**config.mk**
```make
export PLATFORM = sky130hd
export DESIGN_NAME = dp_store_narrow
export DESIGN_NICKNAME = d
export VERILOG_FILES = /design/src/rtl/dp_sn_pkg.sv /design/src/rtl/dp_sn_classify.sv /design/src/rtl/dp_sn_bitsel.sv /design/src/rtl/dp_sn_denorm.sv /design/src/rtl/dp_store_narrow.sv
export SDC_FILE = /design/constraint.sdc
export NUM_CORES = 1
export LEC_CHECK = 0
export CORE_MARGIN = 5
export CORE_UTILIZATION = 52
export DETAILED_ROUTE_END_ITERATION = 12
export GPL_TIMING_DRIVEN = 0
export PLACE_DENSITY = 0.85
export RECOVER_POWER = 50
export SKIP_LAST_GASP = 1
export SLEW_MARGIN = 20
export SYNTH_ARGS = -nofsm -noshare
export SYNTH_HDL_FRONTEND = slang
export SYNTH_SLANG_ARGS = --single-unit
```
**constraint.sdc**
```tcl
create_clock -name vclk -period 3.8
set_clock_uncertainty 0.1 [all_clocks]
set_input_delay 0.38 -clock vclk [all_inputs]
set_output_delay 0.38 -clock vclk [all_outputs]
set_load 0.1 [all_outputs]
```
**src/rtl/dp_sn_pkg.sv**
```systemverilog
package dp_sn_pkg;

    localparam int DBL_W      = 64;
    localparam int DBL_EXP_W  = 11;
    localparam int DBL_FRAC_W = 52;
    localparam int SGL_W      = 32;
    localparam int SGL_EXP_W  = 8;
    localparam int SGL_FRAC_W = 23;
    localparam int DBL_BIAS   = 1023;
    localparam int SGL_BIAS   = 127;

    // Highest double exponent that is NOT a single normal (896).
    localparam int NORM_FLOOR   = DBL_BIAS - SGL_BIAS;
    // Lowest double exponent that still yields a nonzero single denormal (874).
    localparam int DENORM_FLOOR = NORM_FLOOR - SGL_FRAC_W + 1;
    localparam int SIG_W        = DBL_FRAC_W + 1;
    // Shift amount = SHIFT_BASE - exponent (926).
    localparam int SHIFT_BASE   = NORM_FLOOR + (DBL_FRAC_W - SGL_FRAC_W) + 1;
    localparam int SHAMT_W      = $clog2(SIG_W);
    // Single exponent keeps the top bit and the low bits of the double exponent.
    localparam int EXP_LOW_W    = SGL_EXP_W - 1;
    localparam int FRAC_DROP    = DBL_FRAC_W - SGL_FRAC_W;

    typedef struct packed {
        logic                  sign;
        logic [DBL_EXP_W-1:0]  exp;
        logic [DBL_FRAC_W-1:0] frac;
    } dbl_t;

    typedef struct packed {
        logic                  sign;
        logic [SGL_EXP_W-1:0]  exp;
        logic [SGL_FRAC_W-1:0] frac;
    } sgl_t;

    typedef enum logic [1:0] {
        RANGE_NORMAL = 2'd0,
        RANGE_DENORM = 2'd1,
        RANGE_FLUSH  = 2'd2
    } range_e;

    function automatic range_e range_of(input logic [DBL_EXP_W-1:0] e);
        if (int'(e) > NORM_FLOOR)
            return RANGE_NORMAL;
        else if (int'(e) >= DENORM_FLOOR)
            return RANGE_DENORM;
        else
            return RANGE_FLUSH;
    endfunction

endpackage

```
**src/rtl/dp_sn_classify.sv**
```systemverilog
module dp_sn_classify
    import dp_sn_pkg::*;
#(
    parameter int EXP_W = DBL_EXP_W
) (
    input  logic [EXP_W-1:0] exp_in,
    output range_e           range_out
);
    always_comb begin
        range_out = range_of(exp_in);
    end
endmodule

```
**src/rtl/dp_sn_bitsel.sv**
```systemverilog
module dp_sn_bitsel
    import dp_sn_pkg::*;
#(
    parameter int LOW_W  = EXP_LOW_W,
    parameter int FRAC_W = SGL_FRAC_W
) (
    input  logic              sign_in,
    input  logic              exp_top_in,
    input  logic [LOW_W-1:0]  exp_low_in,
    input  logic [FRAC_W-1:0] frac_hi_in,
    output sgl_t              sgl_out
);
    // Pure bit selection: the rebias happens implicitly because the
    // double exponent bits 9:7 equal the inverse of bit 10 in range.
    always_comb begin
        sgl_out.sign = sign_in;
        sgl_out.exp  = {exp_top_in, exp_low_in};
        sgl_out.frac = frac_hi_in;
    end
endmodule

```
**src/rtl/dp_sn_denorm.sv**
```systemverilog
module dp_sn_denorm
    import dp_sn_pkg::*;
#(
    parameter int EXP_W  = DBL_EXP_W,
    parameter int FRAC_W = DBL_FRAC_W,
    parameter int OUT_W  = SGL_FRAC_W
) (
    input  logic [EXP_W-1:0]  exp_in,
    input  logic [FRAC_W-1:0] frac_in,
    input  logic              enable,
    output logic [OUT_W-1:0]  frac_out
);
    localparam int SW   = FRAC_W + 1;
    localparam int AW   = $clog2(SW);

    logic [AW-1:0] shamt;
    logic [SW-1:0] stage [0:AW];

    always_comb begin
        shamt = AW'(SHIFT_BASE - int'(exp_in));
    end

    assign stage[0] = {1'b1, frac_in};

    // Logarithmic right shifter: one stage per shift-amount bit.
    generate
        for (genvar k = 0; k < AW; k++) begin : g_stage
            assign stage[k+1] = shamt[k] ? (stage[k] >> (1 << k)) : stage[k];
        end
    endgenerate

    // Only the low OUT_W bits may receive significand bits.
    always_comb begin
        frac_out = enable ? OUT_W'(stage[AW]) : '0;
    end
endmodule

```
**src/rtl/dp_store_narrow.sv**
```systemverilog
module dp_store_narrow
    import dp_sn_pkg::*;
(
    input  logic [63:0] dbl_in,
    output logic [31:0] sgl_out
);
    dbl_t   d;
    range_e rng;
    sgl_t   norm_res;
    sgl_t   res;
    logic [SGL_FRAC_W-1:0] den_frac;

    assign d = dbl_t'(dbl_in);

    dp_sn_classify #(.EXP_W(DBL_EXP_W)) u_classify (
        .exp_in    (d.exp),
        .range_out (rng)
    );

    dp_sn_bitsel #(.LOW_W(EXP_LOW_W), .FRAC_W(SGL_FRAC_W)) u_bitsel (
        .sign_in    (d.sign),
        .exp_top_in (d.exp[DBL_EXP_W-1]),
        .exp_low_in (d.exp[EXP_LOW_W-1:0]),
        .frac_hi_in (d.frac[DBL_FRAC_W-1 -: SGL_FRAC_W]),
        .sgl_out    (norm_res)
    );

    dp_sn_denorm #(.EXP_W(DBL_EXP_W), .FRAC_W(DBL_FRAC_W), .OUT_W(SGL_FRAC_W)) u_denorm (
        .exp_in   (d.exp),
        .frac_in  (d.frac),
        .enable   (rng == RANGE_DENORM),
        .frac_out (den_frac)
    );

    always_comb begin
        res = '0;
        unique case (rng)
            RANGE_NORMAL: res = norm_res;
            RANGE_DENORM: begin
                res.sign = d.sign;
                res.frac = den_frac;
            end
            default: res.sign = d.sign;
        endcase
    end

    assign sgl_out = SGL_W'(res);
endmodule

```
# Word level (Yosys, flattened, before mapping)
# Index checks and enable logic that the tools add are counted.
[classes]
n_addsub = 1
n_lt_le_gt_ge = 2
eq_ne = 1
mux = 10
n_reduce_logical = 1
[op_table]
columns = ["cell", "count"]
rows = [
  ["$mux W53", 5],
  ["$pmux W23 S2", 1],
  ["$mux W23", 1],
  ["$ge A11 B10 Y1 const B", 1],
  ["$gt A11 B10 Y1 const B", 1],
  ["$mux W8", 1],
  ["$sub A5 B6 Y6 const A", 1],
  ["$mux W2", 2],
  ["$eq A2 B1 Y1 const B", 1],
  ["$logic_not A2 Y1", 1],
]
[totals]
regBits = 0
out_inout_bits = 32

# Longest topological paths before layout
[depth]
word_depth = 8
depth_mapped = 15
depth_no_buf = 8

# Modules after synthesis
# A second synthesis with hierarchy kept.
[hier_totals]
cells_unflattened = 553
hier_area_um2 = 4166.5
[by_module_without_submodules]
columns = ["module", "instances", "cells_per_inst", "area_each_um2", "seq_area_each_um2"]
rows = [
  ["dp_sn_denorm", 1, 446, 3380.7, 0.0],
  ["dp_store_narrow", 1, 63, 474.2, 0.0],
  ["dp_sn_bitsel", 1, 32, 240.2, 0.0],
  ["dp_sn_classify", 1, 12, 71.3, 0.0],
]

# Least setup slack after synthesis
# No wires, ideal clock.
[synth_timing]
path_kind = "in2out"
start = "in dbl_in[52]"
end = "out sgl_out[19]"
t_arrival_ns = 5.636
path_slack_ns = -2.316
stages = 11
path_buffers = 7
path_cell_list = "buf_4 -> inv_1 -> buf_2 -> buf_2 -> ha_1 -> buf_6 -> buf_6 -> buf_2 -> buf_2 -> o21ai_0 -> o311ai_0"
[synth_via]
elab_chain_cells = 8
[synth_lines]
columns = ["item", "line", "text"]
rows = [
  ["start: declaration", "dp_store_narrow.sv:4", "input logic [63:0] dbl_in,"],
  ["$sub A5 B6 Y6", "dp_sn_denorm.sv:20", "shamt = AW'(SHIFT_BASE - int'(exp_in));"],
  ["$mux W53 (5 in series)", "dp_sn_denorm.sv:28", "assign stage[k+1] = shamt[k] ? (stage[k] >> (1 << k)) : stage[k];"],
  ["$mux W23", "dp_sn_denorm.sv:28", ""],
  ["$pmux W23 S2 (*)", "dp_store_narrow.sv:37", "unique case (rng)"],
  ["end: declaration", "dp_store_narrow.sv:5", "output logic [31:0] sgl_out"],
]
# Every way passes the cells marked *; elsewhere a longest branch is shown, timed or not.

# Worst setup path after layout
[layout_timing]
start = "in dbl_in[52]"
end = "out sgl_out[12]"
# The elaborated chain is that of the path after synthesis.

==> impl_metrics.ini <==
[timing]
finalHoldViolCount = 0
fin_crit_ns = 3.88
finalWorstSetupSlack_ns = -0.0805
finalSetupTns_ns = -0.119
timing.slew.headroom_pct = 33.9
fmax_mhz = 258
finalSetupViolCount = 2
final.period_utilization_pct = 102
slew_viol_final = 0
worstMarginPinSlew_ns = 0.989

[drt]
drc_errors = 0
vias = 4835
dr.pass1.iters = 7
vias_per_cell = 7.90
wirelength_um = 18200
first_iter_violations = 810
wl_per_cell_um = 29.8
postRouteAntennaNets = 0

[logic_synthesis]
ys_seq_area_share_pct = 0
syn_area_per_cell_um2 = 8.46
yosysWarnings = 0
syn_area_mm2 = 0.00357
syn_nets = 489
ys_types = 61
synthCells = 422

[floorplan]
die-height_um = 92.9
dieWidth_um = 92.9
core-area_mm2 = 0.00672
rows = 30
die_area_mm2 = 0.00862
start_util_pct = 53.1
num_io_pins = 96

[hold_path]
worstHoldEndpoint = sgl_out[19]
min_delay_path_depth = 4
hp-start = dbl_in[48]
hold_path_class = input port to primary output

[global_route]
grt_overflow = 0
grt_pass1_wl_um = 26900
grt_max_degree = 12
antenna_found_initial = 0
grtUsageTotal_pct = 40.6
grt_pass1_vias = 4619

[power_and_ir_drop]
finalPower_w = 0.00119
peakVddDrop_mv = 0.167
power_leakage_nw = 2.04
powerDensity_mw_per_mm2 = 227

[worst_setup_path]
critPathRequiredTime_ns = 3.32
worstSetupPathType = input port to primary output
crit_path_start_kind = input port
worstPathArrival_ns = 3.40
cp_num_buf_inv = 7
slowest_delay_ns = 0.56
crit_path_end_kind = primary output
critical_path.cell_chain = clkdlybuf4s15_2, buf_6, inv_4, buf_12, ha_4, buf_4, buf_8, mux2i_1, nand2_1, o21ai_1, mux4_2, a221oi_2, a221o_1, clkbuf_4
worst_path_max_delay_cell = mux4_2
cp_max_fo = 12
cp_top_family = buffers and inverters

[status]
violations = negative setup slack
status = finished with violations

[place]
place_congestion = 1.11
dp.cells = 594
dp_hpwl_um = 13500
place_area_mm2 = 0.00469
numPortBuffers = 92
place_ws_ns = -1.60

[finish]
seq_area_um2 = 0
drive_gt1_share_pct = 38.3
stdcell_area_mm2 = 0.00525
design.seq.count = 0
final_nets = 601
clock_buffers = 0
antenna_cells = 0
finalNonFillerCells = 612
area.growth.synth_to_final_pct = 47.0

[flow_run]
drv_cap = 0

[cts]
postCtsHoldBufs = 0
[layer usage]
metal | wire, µm | up-vias | track usage [%] | part of all wire, %
met1 | 6020 | 2243 | 50.0 | 33
met5 | 0 | - | 0 | 0
li1 | - | 1903 | - | -
met2 | 7910 | 536 | 64.2 | 43
met4 | 1520 | 0 | 21.0 | 8.3
met3 | 2780 | 153 | 11.9 | 15
[synthesized netlist by cell type (all sizes together), types with 3 or more instances]
| cell type | number | area share [%] |
|---|---|---|
| a21o | 3 | 0.63 |
| a21oi | 15 | 2.1 |
| a221o | 8 | 2.2 |
| a221oi | 11 | 2.9 |
| a22oi | 4 | 0.84 |
| a31oi | 4 | 0.70 |
| a32o | 3 | 0.84 |
| a32oi | 5 | 1.2 |
| and2 | 8 | 1.4 |
| and3 | 3 | 0.53 |
| buf | 35 | 6.7 |
| clkbuf | 9 | 0.95 |
| ha | 3 | 1.1 |
| inv | 7 | 0.74 |
| mux2 | 38 | 12 |
| mux2i | 45 | 13 |
| mux4 | 33 | 21 |
| nand2 | 50 | 5.3 |
| nand3 | 12 | 2.2 |
| nand3b | 5 | 1.1 |
| nor2 | 23 | 2.5 |
| nor2b | 3 | 0.53 |
| nor3 | 5 | 0.70 |
| o211ai | 8 | 1.7 |
| o21a | 6 | 1.3 |
| o21ai | 35 | 4.9 |
| o22ai | 3 | 0.53 |
| o31ai | 5 | 1.2 |
| xnor2 | 4 | 1.4 |
| xor2 | 4 | 1.9 |
[cell type report]
| class | count | area [µm²] |
|---|---|---|
| inverter | 7 | 28.8 |
| timing repair buffer | 112 | 1120 |
| tap | 80 | 100 |
| fill | 462 | 1470 |
| multi-input combinational | 371 | 3660 |
| buffer | 42 | 332 |
[placed cells by master, fill, tap and decap left out, types with 13 or more instances in the layout]
cell type / count
clkdlybuf4s50_1: 57
nand2_1: 50
mux4_2: 33
mux2_2: 32
mux2i_1: 29
buf_4: 28
o21ai_0: 23
nor2_1: 22
buf_6: 18
a21oi_1: 15
buf_2: 13
[how the worst max path moves through the flow]
| stage | from | cells past startpoint | to | slack (ns) |
|---|---|---|---|---|
| after floorplan | dbl_in[52] | 14 | sgl_out[3] | 0.02 |
| after global placement | dbl_in[52] | 16 | sgl_out[2] | -1.56 |
| after detailed placement | dbl_in[52] | 16 | sgl_out[2] | -1.60 |
| after CTS | dbl_in[52] | 15 | sgl_out[0] | -0.03 |
| after global routing | dbl_in[52] | 12 | sgl_out[7] | -0.05 |
| final | dbl_in[52] | 14 | sgl_out[12] | -0.08 |
[stage by stage]
stage                     utilization [%]  hold WS [ns]
after global placement               69.8          1.72
final                                78.1          1.54
after CTS                            75.3          1.54
after floorplan                         -         0.872
after detailed placement             69.8          1.72
after global routing                 78.1          1.56
[logic make-up (layout without fill, tap and decap cells)]
kind of cell / count (synthesis) / after routing / share of synthesized area (%)
xor gates and xnor gates: 8 / 8 / 3.33
and+or+nand+nor: 119 / 119 / 16.7
muxes: 116 / 116 / 45.6
AOI/OAI and AO/OA: 125 / 125 / 24.9
buffers and inverters: 51 / 161 / 8.41
adders and majority gates: 3 / 3 / 1.05
[report_power, final]
| group | internal (W) | switching [W] | leakage (nW) |
|---|---|---|---|
| Combinational | 0.000473 | 0.000718 | 2.04 |
| Sequential | 0 | 0 | 0 |
| Clock | 0 | 0 | 0 |
| Total | 0.000473 | 0.000718 | 2.04 |
[timing repair]
| action | CTS | global route |
|---|---|---|
| gates cloned | 1 | 0 |
| setup buffers | 12 | 7 |
| endpoints found under the setup margin | 24 | 23 |
| pin swaps | 8 | 10 |
| resized for setup | 207 | 47 |
Power figures use the tool's default switching activity.
